==> config.mk <==
export PLATFORM = sky130hd
export DESIGN_NAME = lrx_backend
export DESIGN_NICKNAME = d
export VERILOG_FILES = /design/src/rtl/lrx_pkg.sv /design/src/rtl/lrx_bist_check.sv /design/src/rtl/lrx_out_mux.sv /design/src/rtl/lrx_out_reg.sv /design/src/rtl/lrx_backend.sv
export SDC_FILE = /design/constraint.sdc
export NUM_CORES = 1
export LEC_CHECK = 0
export BUFFER_PORTS_ARGS = -buffer_cell sky130_fd_sc_hd__buf_4
export CELL_PAD_IN_SITES_DETAIL_PLACEMENT = 1
export CELL_PAD_IN_SITES_GLOBAL_PLACEMENT = 1
export CORE_AREA = 2 2 64 66
export DETAILED_ROUTE_END_ITERATION = 10
export DIE_AREA = 0 0 66 68
export PLACE_DENSITY_LB_ADDON = 0.1
export SLEW_MARGIN = 10
export SYNTH_ARGS = -nofsm -noshare
export SYNTH_HDL_FRONTEND = slang
export SYNTH_SLANG_ARGS = --single-unit
export TNS_END_PERCENT = 1
==> constraint.sdc <==
create_clock -name clk -period 1.8 [get_ports clk]
set_input_delay 0.09 -clock clk [delete_from_list [all_inputs] [get_ports clk]]
set_output_delay 0.09 -clock clk [all_outputs]
set_load 0.005 [all_outputs]
==> src/rtl/lrx_pkg.sv <==
// Shared types for the serial receiver back end.
// Assumes an 8-bit decoded character width; the struct is the registered
// output bundle that every output path produces.
package lrx_pkg;

    localparam int unsigned LRX_DW = 8;

    // One registered output character.
    typedef struct packed {
        logic [LRX_DW-1:0] data;
        logic              special;
        logic              viol;
        logic              rdy_n;
    } lrx_out_t;

    // Operating mode selected per character.
    typedef enum logic [1:0] {
        MODE_NORMAL = 2'd0,
        MODE_BIST   = 2'd1,
        MODE_BYPASS = 2'd2
    } lrx_mode_e;

endpackage

==> src/rtl/lrx_bist_check.sv <==
// Self-test loop checker.
// Regenerates the transmitter's test loop locally and judges each received
// character against it. Synchronises on a clean start control character.
// Assumes one character per clock while active; clears its state whenever
// inactive so that re-entry starts unsynchronised.
module lrx_bist_check #(
    parameter int unsigned       DW         = 8,
    parameter int unsigned       LOOP_LEN   = 16,
    parameter logic [DW-1:0]     START_CHAR = 8'hBC,
    parameter logic [DW-1:0]     SEED       = 8'h01,
    parameter logic [DW-1:0]     TAPS       = 8'hB8
) (
    input  logic          clk,
    input  logic          rst_n,
    input  logic          active,
    input  logic [DW-1:0] chr,
    input  logic          chr_special,
    input  logic          chr_err,
    output logic          mismatch,
    output logic          loop_last
);

    localparam int unsigned IW   = (LOOP_LEN > 2) ? $clog2(LOOP_LEN) : 1;
    localparam logic [IW-1:0] LAST = IW'(LOOP_LEN - 1);
    localparam logic [IW-1:0] ONE  = IW'(1);

    logic          synced_q, synced_d;
    logic [IW-1:0] pos_q, pos_d;
    logic [DW-1:0] seq_q, seq_d;
    logic          is_start;
    logic          at_head;
    logic [DW-1:0] exp_chr;
    logic          exp_special;
    logic          match;

    // Advance the sequence register by one position.
    function automatic logic [DW-1:0] seq_step(input logic [DW-1:0] r);
        return {r[DW-2:0], ^(r & TAPS)};
    endfunction

    // Decode what the current character should be and judge it.
    always_comb begin
        is_start    = chr_special && (chr == START_CHAR) && !chr_err;
        at_head     = (pos_q == '0);
        exp_chr     = at_head ? START_CHAR : seq_q;
        exp_special = at_head;
        match       = synced_q && (chr == exp_chr) &&
                      (chr_special == exp_special) && !chr_err;
        mismatch    = !(is_start || match);
        loop_last   = synced_q && !is_start && (pos_q == LAST);
    end

    // Compute next loop position, sync state and expected sequence value.
    always_comb begin
        synced_d = synced_q;
        pos_d    = pos_q;
        seq_d    = seq_q;
        if (!active) begin
            synced_d = 1'b0;
            pos_d    = '0;
            seq_d    = SEED;
        end else if (is_start) begin
            synced_d = 1'b1;
            pos_d    = (LOOP_LEN > 1) ? ONE : '0;
            seq_d    = SEED;
        end else if (synced_q) begin
            pos_d = (pos_q == LAST) ? '0 : pos_q + ONE;
            seq_d = at_head ? SEED : seq_step(seq_q);
        end
    end

    // Hold checker state across characters.
    always_ff @(posedge clk) begin
        if (!rst_n) begin
            synced_q <= 1'b0;
            pos_q    <= '0;
            seq_q    <= SEED;
        end else begin
            synced_q <= synced_d;
            pos_q    <= pos_d;
            seq_q    <= seq_d;
        end
    end

endmodule

==> src/rtl/lrx_out_mux.sv <==
// Output selection for one character.
// Builds the next output bundle from the decoded character, the raw word
// or the self-test verdict according to the mode. Purely combinational;
// assumes the raw word is DW+2 bits with its first bit in the MSB.
module lrx_out_mux
    import lrx_pkg::*;
#(
    parameter int unsigned DW = 8
) (
    input  lrx_mode_e     mode,
    input  logic [DW-1:0] dec_byte,
    input  logic          dec_special,
    input  logic          dec_err,
    input  logic          dec_null,
    input  logic [DW+1:0] raw_word,
    input  logic          bist_mismatch,
    input  logic          bist_last,
    output lrx_out_t      nxt
);

    logic [DW-1:0] raw_mid;

    // Middle raw bits map one-for-one onto the data output.
    for (genvar i = 0; i < DW; i++) begin : g_raw_mid
        assign raw_mid[i] = raw_word[i+1];
    end

    // Pick the output bundle for the current mode.
    always_comb begin
        nxt = '0;
        unique case (mode)
            MODE_BYPASS: begin
                nxt.data    = raw_mid;
                nxt.special = raw_word[DW+1];
                nxt.viol    = raw_word[0];
                nxt.rdy_n   = 1'b0;
            end
            MODE_BIST: begin
                nxt.data    = dec_byte;
                nxt.special = dec_special;
                nxt.viol    = bist_mismatch;
                nxt.rdy_n   = bist_last;
            end
            default: begin
                nxt.data    = dec_byte;
                nxt.special = dec_special;
                nxt.viol    = dec_err;
                nxt.rdy_n   = dec_null;
            end
        endcase
    end

endmodule

==> src/rtl/lrx_out_reg.sv <==
// Output register stage.
// Captures the output bundle on the byte clock so that all outputs switch
// together. Reset leaves the ready strobe inactive (high).
module lrx_out_reg
    import lrx_pkg::*;
(
    input  logic     clk,
    input  logic     rst_n,
    input  lrx_out_t nxt,
    output lrx_out_t cur
);

    localparam lrx_out_t RST_VAL = '{data: '0, special: 1'b0, viol: 1'b0, rdy_n: 1'b1};

    // Register the bundle, forcing the idle value during reset.
    always_ff @(posedge clk) begin
        if (!rst_n) begin
            cur <= RST_VAL;
        end else begin
            cur <= nxt;
        end
    end

endmodule

==> src/rtl/lrx_backend.sv <==
// Serial link receiver back end.
// Takes one decoded character per recovered byte clock and drives the
// registered parallel outputs, with a bypass mode for raw words and a
// self-test mode that checks the far end's test loop. Assumes the decoder
// supplies all character fields in the same cycle.
module lrx_backend
    import lrx_pkg::*;
#(
    parameter int unsigned   DW         = LRX_DW,
    parameter int unsigned   LOOP_LEN   = 16,
    parameter logic [DW-1:0] START_CHAR = 8'hBC,
    parameter logic [DW-1:0] SEED       = 8'h01,
    parameter logic [DW-1:0] TAPS       = 8'hB8
) (
    input  logic          clk,
    input  logic          rst_n,
    input  logic          bypass_en,
    input  logic          bist_en,
    input  logic [DW-1:0] dec_byte,
    input  logic          dec_special,
    input  logic          dec_code_err,
    input  logic          dec_disp_err,
    input  logic          dec_null,
    input  logic [DW+1:0] raw_word,
    output logic [DW-1:0] q_data,
    output logic          q_special,
    output logic          q_viol,
    output logic          q_rdy_n
);

    lrx_mode_e mode;
    logic      dec_err;
    logic      bist_mismatch;
    logic      bist_last;
    lrx_out_t  nxt;
    lrx_out_t  cur;

    // Resolve the mode: bypass wins over self-test.
    always_comb begin
        if (bypass_en)    mode = MODE_BYPASS;
        else if (bist_en) mode = MODE_BIST;
        else              mode = MODE_NORMAL;
        dec_err = dec_code_err | dec_disp_err;
    end

    lrx_bist_check #(
        .DW(DW), .LOOP_LEN(LOOP_LEN), .START_CHAR(START_CHAR),
        .SEED(SEED), .TAPS(TAPS)
    ) u_bist (
        .clk(clk), .rst_n(rst_n), .active(mode == MODE_BIST),
        .chr(dec_byte), .chr_special(dec_special), .chr_err(dec_err),
        .mismatch(bist_mismatch), .loop_last(bist_last)
    );

    lrx_out_mux #(.DW(DW)) u_mux (
        .mode(mode), .dec_byte(dec_byte), .dec_special(dec_special),
        .dec_err(dec_err), .dec_null(dec_null), .raw_word(raw_word),
        .bist_mismatch(bist_mismatch), .bist_last(bist_last), .nxt(nxt)
    );

    lrx_out_reg u_oreg (.clk(clk), .rst_n(rst_n), .nxt(nxt), .cur(cur));

    // Break the bundle out onto the ports.
    always_comb begin
        q_data    = cur.data;
        q_special = cur.special;
        q_viol    = cur.viol;
        q_rdy_n   = cur.rdy_n;
    end

endmodule

### After elaboration in Yosys (flattened, before gate mapping)

Cells that the tools add are included.
Widths: inputs -> output; s select.

| word-level totals | value |
|---|---|
| flip-flop bits (word level) | 24 |
| input bits | 26 |
| output and inout bits | 11 |
| word-level logic and storage cells | 42 |

| cells by class | value |
|---|---|
| add/subtract/negate cells | 1 |
| equal/unequal tests | 6 |
| mux-type cells | 8 |
| bitwise logic cells | 3 |
| reductions and logical operators | 16 |

Operator list:

| cell | number |
|---|---|
| $pmux 11 s2 | 1 |
| $mux 8 | 2 |
| $eq 8x8->1 | 1 |
| $eq 8x8->1 const B | 1 |
| $reduce_xor 8->1 | 1 |
| $logic_and 1x1->1 | 7 |
| $add 4x1->4 const B | 1 |
| $eq 4x4->1 const B | 1 |
| $logic_not 4->1 | 1 |
| $mux 4 | 1 |
| $logic_not 1->1 | 3 |
| $mux 1 | 3 |
| $reduce_or 3->1 | 1 |
| $eq 2x1->1 const B | 1 |
| $eq 2x2->1 const B | 1 |
| $mux 2 | 1 |
| $not 1->1 | 2 |
| $reduce_and 2->1 | 1 |
| $reduce_bool 2->1 | 1 |
| $eq 1x1->1 | 1 |
| $logic_or 1x1->1 | 1 |
| $or 1x1->1 | 1 |

### Logic depth before layout (Yosys ltp)

Gate-level depths: netlist of run 1.

| logic depth | value |
|---|---|
| depth after elaboration | 9 |
| gate-level depth with buffers | 7 |
| gate-level depth less buffers | 7 |

### By module

A second synthesis of run 1 with hierarchy kept.

| unflattened totals | value |
|---|---|
| cell total of the unflattened synthesis | 144 |
| area total of the unflattened synthesis | 1305.0 um2 |

By module, submodules not included:

| module | times used | cells each | area an instance (um2) | seq. area each (um2) |
|---|---|---|---|---|
| lrx_bist_check | 1 | 96 | 814.5 | 260.2 |
| lrx_out_reg | 1 | 23 | 309.0 | 220.2 |
| lrx_out_mux | 1 | 23 | 168.9 | 0.0 |
| lrx_backend | 1 | 2 | 12.5 | 0.0 |

### Least setup slack after synthesis of run 1

Ideal clock, no wire load.

| timing | value |
|---|---|
| kind | reg-to-reg |
| start | register u_bist.pos_q[0] |
| end | register u_oreg.cur[1] (netlist name) |
| library setup time | 0.126 ns |
| arrival time | 1.575 ns |
| data required time | 1.674 ns |
| path slack | 0.098 ns |
| stages on the path, launching flop included | 8 |
| path buffers | 0 |
| period minus slack after synthesis | 1.702 ns |
| path through | dfxtp_1 inv_1 ha_1 nor3b_1 nor2_1 o32ai_1 o31a_1 a31oi_1 |

| on the way | value |
|---|---|
| word-level cells in the longest chain between the ends | 9 |
| elaborated cells on any way between the ends | 10 |
| those cells by class | 2 x eq/ne; 2 x mux; 6 x reduce/logical |

RTL lines:

| what | line | RTL |
|---|---|---|
| from (decl) | lrx_bist_check.sv:28 | `logic [IW-1:0] pos_q, pos_d;` |
| from (signal assigned) | lrx_bist_check.sv:80 | `pos_q <= pos_d;` |
| $logic_not 4->1 (*) | lrx_bist_check.sv:44 | `at_head = (pos_q == '0);` |
| $mux 8 | lrx_bist_check.sv:45 | `exp_chr = at_head ? START_CHAR : seq_q;` |
| $eq 8x8->1 | lrx_bist_check.sv:47 | `match = synced_q && (chr == exp_chr) &&` |
| $logic_and 1x1->1 | lrx_bist_check.sv:47 |  |
| $logic_and 1x1->1 (*) | lrx_bist_check.sv:47 |  |
| $logic_and 1x1->1 (*) | lrx_bist_check.sv:48 | `(chr_special == exp_special) && !chr_err;` |
| $logic_or 1x1->1 (*) | lrx_bist_check.sv:49 | `mismatch = !(is_start \|\| match);` |
| $logic_not 1->1 (*) | lrx_bist_check.sv:49 |  |
| $pmux 11 s2 (*) | lrx_out_mux.sv:31 | `unique case (mode)` |

Mark *: on every way between the ends. The rest lies on a longest branch, timed or not.
A chain may end at the register's enable or synchronous reset.

### Final worst setup path of run 1

| timing | value |
|---|---|
| start | register u_bist.pos_q[0] |
| end | register u_oreg.cur[1] (netlist name) |

| on the way | value |
|---|---|
| word-level cells in the longest chain between the ends | 9 |
| elaborated cells on any way between the ends | 10 |
| those cells by class | 2 x eq/ne; 2 x mux; 6 x reduce/logical |

RTL lines:

| what | line |
|---|---|
| $logic_not 4->1 (*) | lrx_bist_check.sv:44 |
| $mux 8 | lrx_bist_check.sv:45 |
| $eq 8x8->1 | lrx_bist_check.sv:47 |
| $logic_and 1x1->1 | lrx_bist_check.sv:47 |
| $logic_and 1x1->1 (*) | lrx_bist_check.sv:47 |
| $logic_and 1x1->1 (*) | lrx_bist_check.sv:48 |
| $logic_or 1x1->1 (*) | lrx_bist_check.sv:49 |
| $logic_not 1->1 (*) | lrx_bist_check.sv:49 |
| $pmux 11 s2 (*) | lrx_out_mux.sv:31 |

Marked as above.

==> results of run 1 <==
[worst max-delay path, stage by stage, from the launching register on]
cell and delay, ns:
dfxtp_2 0.33, inv_1 0.07, ha_1 0.17, nor3b_4 0.34, nor2_1 0.11, xor2_1 0.22, o2111a_1 0.24, a31oi_1 0.09
[state kept, by name, indices dropped and copies added, names as in the netlist]
| signal | count |
|---|---|
| u_oreg.cur | 11 |
| u_bist.synced_q | 1 |
| u_bist.pos_q | 4 |
| u_bist.seq_q | 8 |
[cell type report]
class                      instances  area [µm²]
fill                             477        2205
multi-input combinational        106       696.9
sequential                        24       483.0
timing repair buffer              43       335.3
tap                               50       62.56
clock buffer                       4       55.05
inverter                           5       18.77
[what timing repair did]
item | CTS | global route
resized for setup | 0 | 4
setup endpoints to repair | 0 | 1
buffers inserted | 0 | 1
[worst max path at each step]
stage                                     to  slack, ns
floorplan           u_oreg.cur[1]$_SDFF_PN0_        0.1
global placement    u_oreg.cur[1]$_SDFF_PN0_       0.07
detailed placement  u_oreg.cur[1]$_SDFF_PN0_       0.05
CTS                 u_oreg.cur[1]$_SDFF_PN0_       0.03
global route        u_oreg.cur[1]$_SDFF_PN0_     -0.006
finish              u_oreg.cur[1]$_SDFF_PN0_       0.12
[cells by family after synthesis]
group,share of synthesized area [%]
buffers and inverters,4.311
XOR/XNOR,5.749
adder cells (fa/ha/maj),2.053
flip-flops,39.42
AO/OA/AOI/OAI,14.89
multiplexers,8.214
AND/OR/NAND/NOR,25.36
[synthesized netlist by cell type]
cell type	n	share of area (%)
a2111oi_0	1	0.72
a211o_2	1	0.82
a211oi_1	1	0.62
a21oi_1	13	5.3
a31oi_1	3	1.5
and2_1	1	0.51
and2_2	1	0.62
and3_1	1	0.51
and4bb_2	1	1.0
buf_1	1	0.31
buf_8	1	1.2
clkbuf_1	4	1.2
dfxtp_1	24	39
ha_1	2	2.1
inv_1	5	1.5
mux2i_1	10	8.2
nand2_1	15	4.6
nand2b_1	1	0.51
nand2b_4	1	1.1
nand3_1	8	3.3
nand3b_1	1	0.62
nor2_1	9	2.8
nor2b_1	10	5.1
nor3_1	3	1.2
nor3b_1	1	0.62
o2111a_1	1	0.92
o211ai_1	2	1.2
o21ai_0	3	1.2
o21ai_1	1	0.41
o31a_1	1	0.72
o31ai_1	1	0.62
o32ai_1	1	0.72
or4_1	3	1.8
or4_4	1	0.92
xnor2_1	4	2.9
xor2_1	4	2.9
[stage by stage]
step / hold slack, ns / utilization (%)
after floorplan: 0.2562 / -
after global placement: 0.3497 / 41.04
after detailed placement: 0.3575 / 41.04
after CTS: 0.07173 / 42.47
after global routing: 0.07215 / 42.83
final: 0.07172 / 42.83
[cells in the final DEF (no fill, tap or decap)]
cell       instances
a211o_2            1
dfxtp_2            2
nor3_1             3
buf_4             42
clkbuf_8           4
nand3b_1           1
inv_1              5
dfxtp_1           22
o21ai_1            1
o32ai_1            1
nor2_1             9
ha_1               2
xnor2_1            4
nand2_1           15
xor2_1             4
and3_1             1
or4_1              3
nor3b_4            1
nor2b_1           10
mux2i_1           10
nand3_1            8
nand2b_1           1
o31ai_1            1
buf_12             1
and4bb_2           1
o211ai_1           2
a31oi_1            3
a2111oi_0          1
o31a_1             1
a21oi_1           13
and2_2             1
or4_4              1
a211oi_1           1
o2111a_1           1
nand2b_4           1
and2_1             1
o21ai_0            3
[where the power goes]
part | switching (mW) | internal, mW | leakage (nW)
clock | 0.179 | 0.196 | 0.0288
combinational | 0.0580 | 0.0860 | 0.459
sequential | 0.00397 | 0.547 | 0.198
total | 0.241 | 0.829 | 0.686
[routing by layer]
metal | track usage, % | vias to the layer above | wire (µm)
li1 | - | 579 | -
met1 | 19.80 | 551 | 1500
met2 | 27.53 | 30 | 1645
met3 | 2.467 | 7 | 184
met4 | 6.122 | 0 | 78
met5 | 0 | - | 0
==> metrics.txt, run 1 <==
outcome=finished clean; All-Layer GR Usage=15.84%; IO Count=37; Syn. warnings=0; Setup WS post-layout=0.1236 ns; DR vias/cell=5.030; total design power=approximately 1.1 mW; Hold Fails Final Rpt=0; # hold bufs at CTS=0; Post-Layout Cell Count=between 200 and 250; vias in the first global route=about 1,200; later-pin clock latency in the skew report=about 0.27 ns; GP Congestion=just under 0.8; drt total wl=3408 µm; clk slew on worst S/H paths=0.09 ns; Required @ worst endpoint=1.96 ns; root buffer cell=clkbuf_8; Synth Cell Area=1219 µm²; R2R depth=7; Final ANT Viol Nets=0; LEAKAGE=between 0.6 and 0.7 nW; Die W=66 µm; H-Tree Depth=1; first-pass GRT wire length=5416 µm; Yosys cell types=36; area growth from synthesis to layout=35.52%; Final Max Slew Viols=0; I/O Buffers=36; Post-Syn Area per Cell=8.643 µm²; Slew headroom=around two thirds; FF-to-FF setup slack=0.12 ns; std cell rows=23; Clock Path Buffers=2; hold crit path type=input pin to register; Die Area=4488 µm²; register area share after synthesis=39.43%; core footprint=3856 µm²; DR pass1 iterations=4; Tmin final=1.676 ns; Design Area, Final=1652 µm²; crit path launch type=register; drt initial violations=34; DP Area=1583 µm²; DP Worst Slack=about 0.054 ns; worst hold endpoint=u_oreg.cur[3]$_SDFF_PN0_; Cells after Synth=around 140; total grt overflow=0; CTS Buf Count=3; worst slew pin tran=between 0.4 and 0.5 ns; Initial Util=31.60%; Antenna Cells=0; Final Setup Violations=0; initial antenna violation count=0; top achievable clock speed=596.5 MHz; hold depth=3; Arr. time, crit path=1.83 ns; largest net degree at the start of global routing=14; R2R Path End=u_oreg.cur[1]$_SDFF_PN0_; Setup crit end kind=register; Final #Nets=211; Crit Path Category=register to register; total number of vias=around 1,200; layout cells sized above 1=30.22%; min-delay src=raw_word[1]; Peak VDD IR=between 0.2 and 0.25 mV; final worst-path cycle share=between 90% and 100%; CTS tree=done; clock tree sinks=24; wire per inst=roughly 15 µm; number of synthesized register bits=24; Layout Skew=roughly 0.0042 ns; max cap viols=0; CP Max Fanout=7; setup TNS=0 ns; RR Startpoint=u_bist.pos_q[0]$_SDFFE_PN0P_; CP startpoint=u_bist.pos_q[0]$_SDFFE_PN0P_; placed cell count=roughly 230; Remaining DRCs=0; HPWL Detailed=between 2000 and 3000 µm; Die Y=approximately 68 µm; syn_nets=169; Power Dens Cells=648.0 nW/µm²
Note: power is estimated with default switching activity, not from simulation.
==> run 2, diff against run 1 <==
Settings changed: ABC_AREA set to 1, CORE_AREA 2 2 64 66 to 2 2 66 68, DIE_AREA 0 0 66 68 to 0 0 68 70.
==> run 2 against run 1 <==
Effect of this change:
- clock skew fell by 0.0025 ns
- critical path depth rose by 3
- worst hold slack got worse by 0.044 ns
- global-route usage fell by 0.084 points
==> metrics.txt, run 2 <==
Post-synth ARST share=0% (unchanged); DR vias/cell=4.748 (was 5.030); # hold bufs at CTS=0 (unchanged); area growth from synthesis to layout=29.74% (was 35.52%); setup TNS=0 ns (unchanged); Required @ worst endpoint=1.97 ns (was 1.96 ns); crit path launch type=register (unchanged); total grt overflow=0 (unchanged); hold depth=3 (unchanged); outcome=finished clean (unchanged); Design Area, Final=1583 µm² (was 1652 µm²); max cap viols=0 (unchanged); GP Congestion=0.7036 (was 0.7704); most common cell in the netlist=nand2_1 (was dfxtp_1); Final #Nets=244 (was 211); top achievable clock speed=647.2 MHz (was 596.5 MHz); prevailing post-synth register cell=dfxtp_1 (unchanged); later-pin clock latency in the skew report=0.27 ns (about the same); register area share after synthesis=39.38% (was 39.43%); Layout Skew=0.001766 ns (was 0.004237 ns); total design power=1.014 mW (was 1.070 mW); Biggest register=u_oreg.cur (unchanged); top cells by count, synth=nand2_1, dfxtp_1, inv_1 (was dfxtp_1, nand2_1, a21oi_1); Worst path slowest cell=dfxtp_1 (was nor3b_4); largest net degree at the start of global routing=23 (was 14); FF-to-FF setup slack=0.25 ns (was 0.12 ns); Synth Area in Simple Gates=32.10% (was 25.36%); number of setup buffers added after CTS=0 (unchanged); Final Max Slew Viols=0 (unchanged); worst path cell trace=inv_1 > ha_1 > nand2_4 > nand2_1 > a21oi_1 > nand2_1 > nor2_1 > nand3_1 > nand2_1 > nand2_1 (was inv_1 > ha_1 > nor3b_4 > nor2_1 > xor2_1 > o2111a_1 > a31oi_1); Crit Path Category=register to register (unchanged); Cells after Synth=179 (was 141); Syn. warnings=0 (unchanged); Power Dens Cells=640.8 nW/µm² (was 648.0 nW/µm²); All-Layer GR Usage=15.75% (was 15.84%); syn_nets=207 (was 169); Die W=68 µm (was 66 µm); root buffer cell=clkbuf_8 (unchanged); Antenna Cells=0 (unchanged); vias in the first global route=1,249 (was 1,175); Final ANT Viol Nets=0 (unchanged); LEAKAGE=0.7045 nW (was 0.6855 nW); Arr. time, crit path=1.71 ns (was 1.83 ns); Die Area=4760 µm² (was 4488 µm²); cell taking the most area after synthesis=dfxtp_1 (unchanged); most common cell after layout, fill and taps aside=nand2_1 (was buf_4); I/O Buffers=36 (unchanged); largest registers=u_oreg.cur (11), u_bist.seq_q (8), u_bist.pos_q (4) (unchanged); most frequent cells in the layout=nand2_1, buf_4, dfxtp_1, inv_1 (was buf_4, dfxtp_1, nand2_1, a21oi_1); Yosys top cell area share=39.38% (was 39.43%); wire per inst=12.73 µm (was 14.69 µm); Post-synth EDFFs=0 (unchanged); Synth Cell Area=1220 µm² (was 1219 µm²); Remaining DRCs=0 (unchanged); RSZ-0062 raised after global routing=false; CP peak stage delay=0.39 ns (was 0.34 ns); CP Max Fanout=22 (was 7); most area-consuming cells after synthesis=dfxtp_1, nand2_1, a21oi_1 (was dfxtp_1, mux2i_1, a21oi_1); Crit path top cell by count=nand2_1; Die Y=70 µm (was 68 µm); Fin Hold WS=0.02738 ns (was 0.07172 ns); DR pass1 iterations=4 (unchanged); core footprint=4144 µm² (was 3856 µm²); drt initial violations=32 (was 34); number of flip-flops in the largest register=11 (unchanged); Initial Util=29.44% (was 31.60%); total number of vias=1,263 (was 1,167); Clock Path Buffers=2 (unchanged); hold crit path type=input pin to register (unchanged); IO Count=37 (unchanged); clk slew on worst S/H paths=0.08 ns (was 0.09 ns); initial antenna violation count=0 (unchanged); post-synthesis mux area share=0% (was 8.214%); number of synthesized register bits=24 (unchanged); Tmin final=1.545 ns (was 1.676 ns); final worst-path cycle share=85.85% (was 93.13%); Peak VDD IR=0.2301 mV (was 0.2320 mV); Synth Area in Compound Gates=13.13% (was 14.89%); fin util=38.19% (was 42.83%); first-pass GRT wire length=5664 µm (was 5416 µm); CTS tree=done (unchanged); Setup crit end kind=register (unchanged); largest family of logic cells by synthesized area=simple AND/OR/NAND/NOR gates (unchanged); worst slew pin tran=0.3925 ns (was 0.4739 ns); drt total wl=3386 µm (was 3408 µm); layout cells sized above 1=22.90% (was 30.22%); std cell rows=24 (was 23); Hold Fails Final Rpt=0 (unchanged); clock tree sinks=24 (unchanged); Yosys cell types=23 (was 36); Post-Syn Area per Cell=6.815 µm² (was 8.643 µm²); H-Tree Depth=1 (unchanged); R2R depth=10 (was 7); Post-Synth XOR/XNOR Area=2.872% (was 5.749%); HPWL Detailed=2751 µm (was 2555 µm); Slew headroom=73.81% (was 67.59%); adder-cell area share of the yosys netlist=2.051% (was 2.053%); Final Setup Violations=0 (unchanged); CTS Buf Count=3 (unchanged); DP Area=1536 µm² (was 1583 µm²)
-- run 2: worst paths after layout --
path / from / end
worst max-delay path: u_bist.pos_q[0]$_SDFFE_PN0P_ / u_oreg.cur[1]$_SDFF_PN0_
worst min-delay path: dec_null / u_oreg.cur[0]$_SDFF_PN1_
worst max register to register: u_bist.pos_q[0]$_SDFFE_PN0P_ / u_oreg.cur[1]$_SDFF_PN0_
worst min register to register: u_bist.seq_q[7]$_SDFFE_PP0P_ / u_bist.seq_q[7]$_SDFFE_PP0P_
-- run 2: worst max-delay path, delay by kind of cell (launching register included) --
kind | cells | cell delay, ns
simple gates | 7 | 0.62
flops | 1 | 0.39
fa+ha+maj | 1 | 0.23
compound gates | 1 | 0.13
buf+inv | 1 | 0.06
-- run 2: timing repair --
action	CTS	global route
gates resized for setup	0	1
endpoints found under the hold margin	0	0
endpoints found under the setup margin	0	1
-- run 2: layout make-up --
type | count | area, µm²
inverter | 23 | 86.33
timing repair buffer | 39 | 292.8
multi-input combinational | 125 | 616.8
clock buffer | 3 | 41.29
fill | 531 | 2561
sequential | 24 | 480.5
tap | 52 | 65.06
-- run 2: metrics by stage --
stage               setup slack [ns]  cells
floorplan                     0.4217    179
global route                  0.1168    266
finish                        0.2548    266
detailed placement            0.1393    263
CTS                           0.1185    266
global placement              0.2123    263
-- run 2: where the power goes --
| group | total (mW) | internal [mW] | switching, mW |
|---|---|---|---|
| sequential | 0.553 | 0.548 | 0.00474 |
| clock | 0.324 | 0.150 | 0.174 |
| combinational | 0.138 | 0.0749 | 0.0628 |
| total | 1.01 | 0.773 | 0.241 |
-- run 2: cell families (layout without fill, tap and decap cells) --
logic type	after synthesis	in the layout
flip-flops	24	24
XOR/XNOR	4	4
AND/OR/NAND/NOR	87	87
AO/OA/AOI/OAI	32	32
buffers and inverters	30	65
adder cells (fa/ha/maj)	2	2
-- run 2: routing by layer --
| layer | vias up | global-route usage, % | part of all wire, % |
|---|---|---|---|
| met5 | - | 0 | 0 |
| met4 | 0 | 6.000 | 1.7 |
| met3 | 5 | 3.060 | 4.9 |
| met2 | 26 | 26.21 | 48 |
| met1 | 589 | 19.58 | 45 |
| li1 | 643 | - | - |
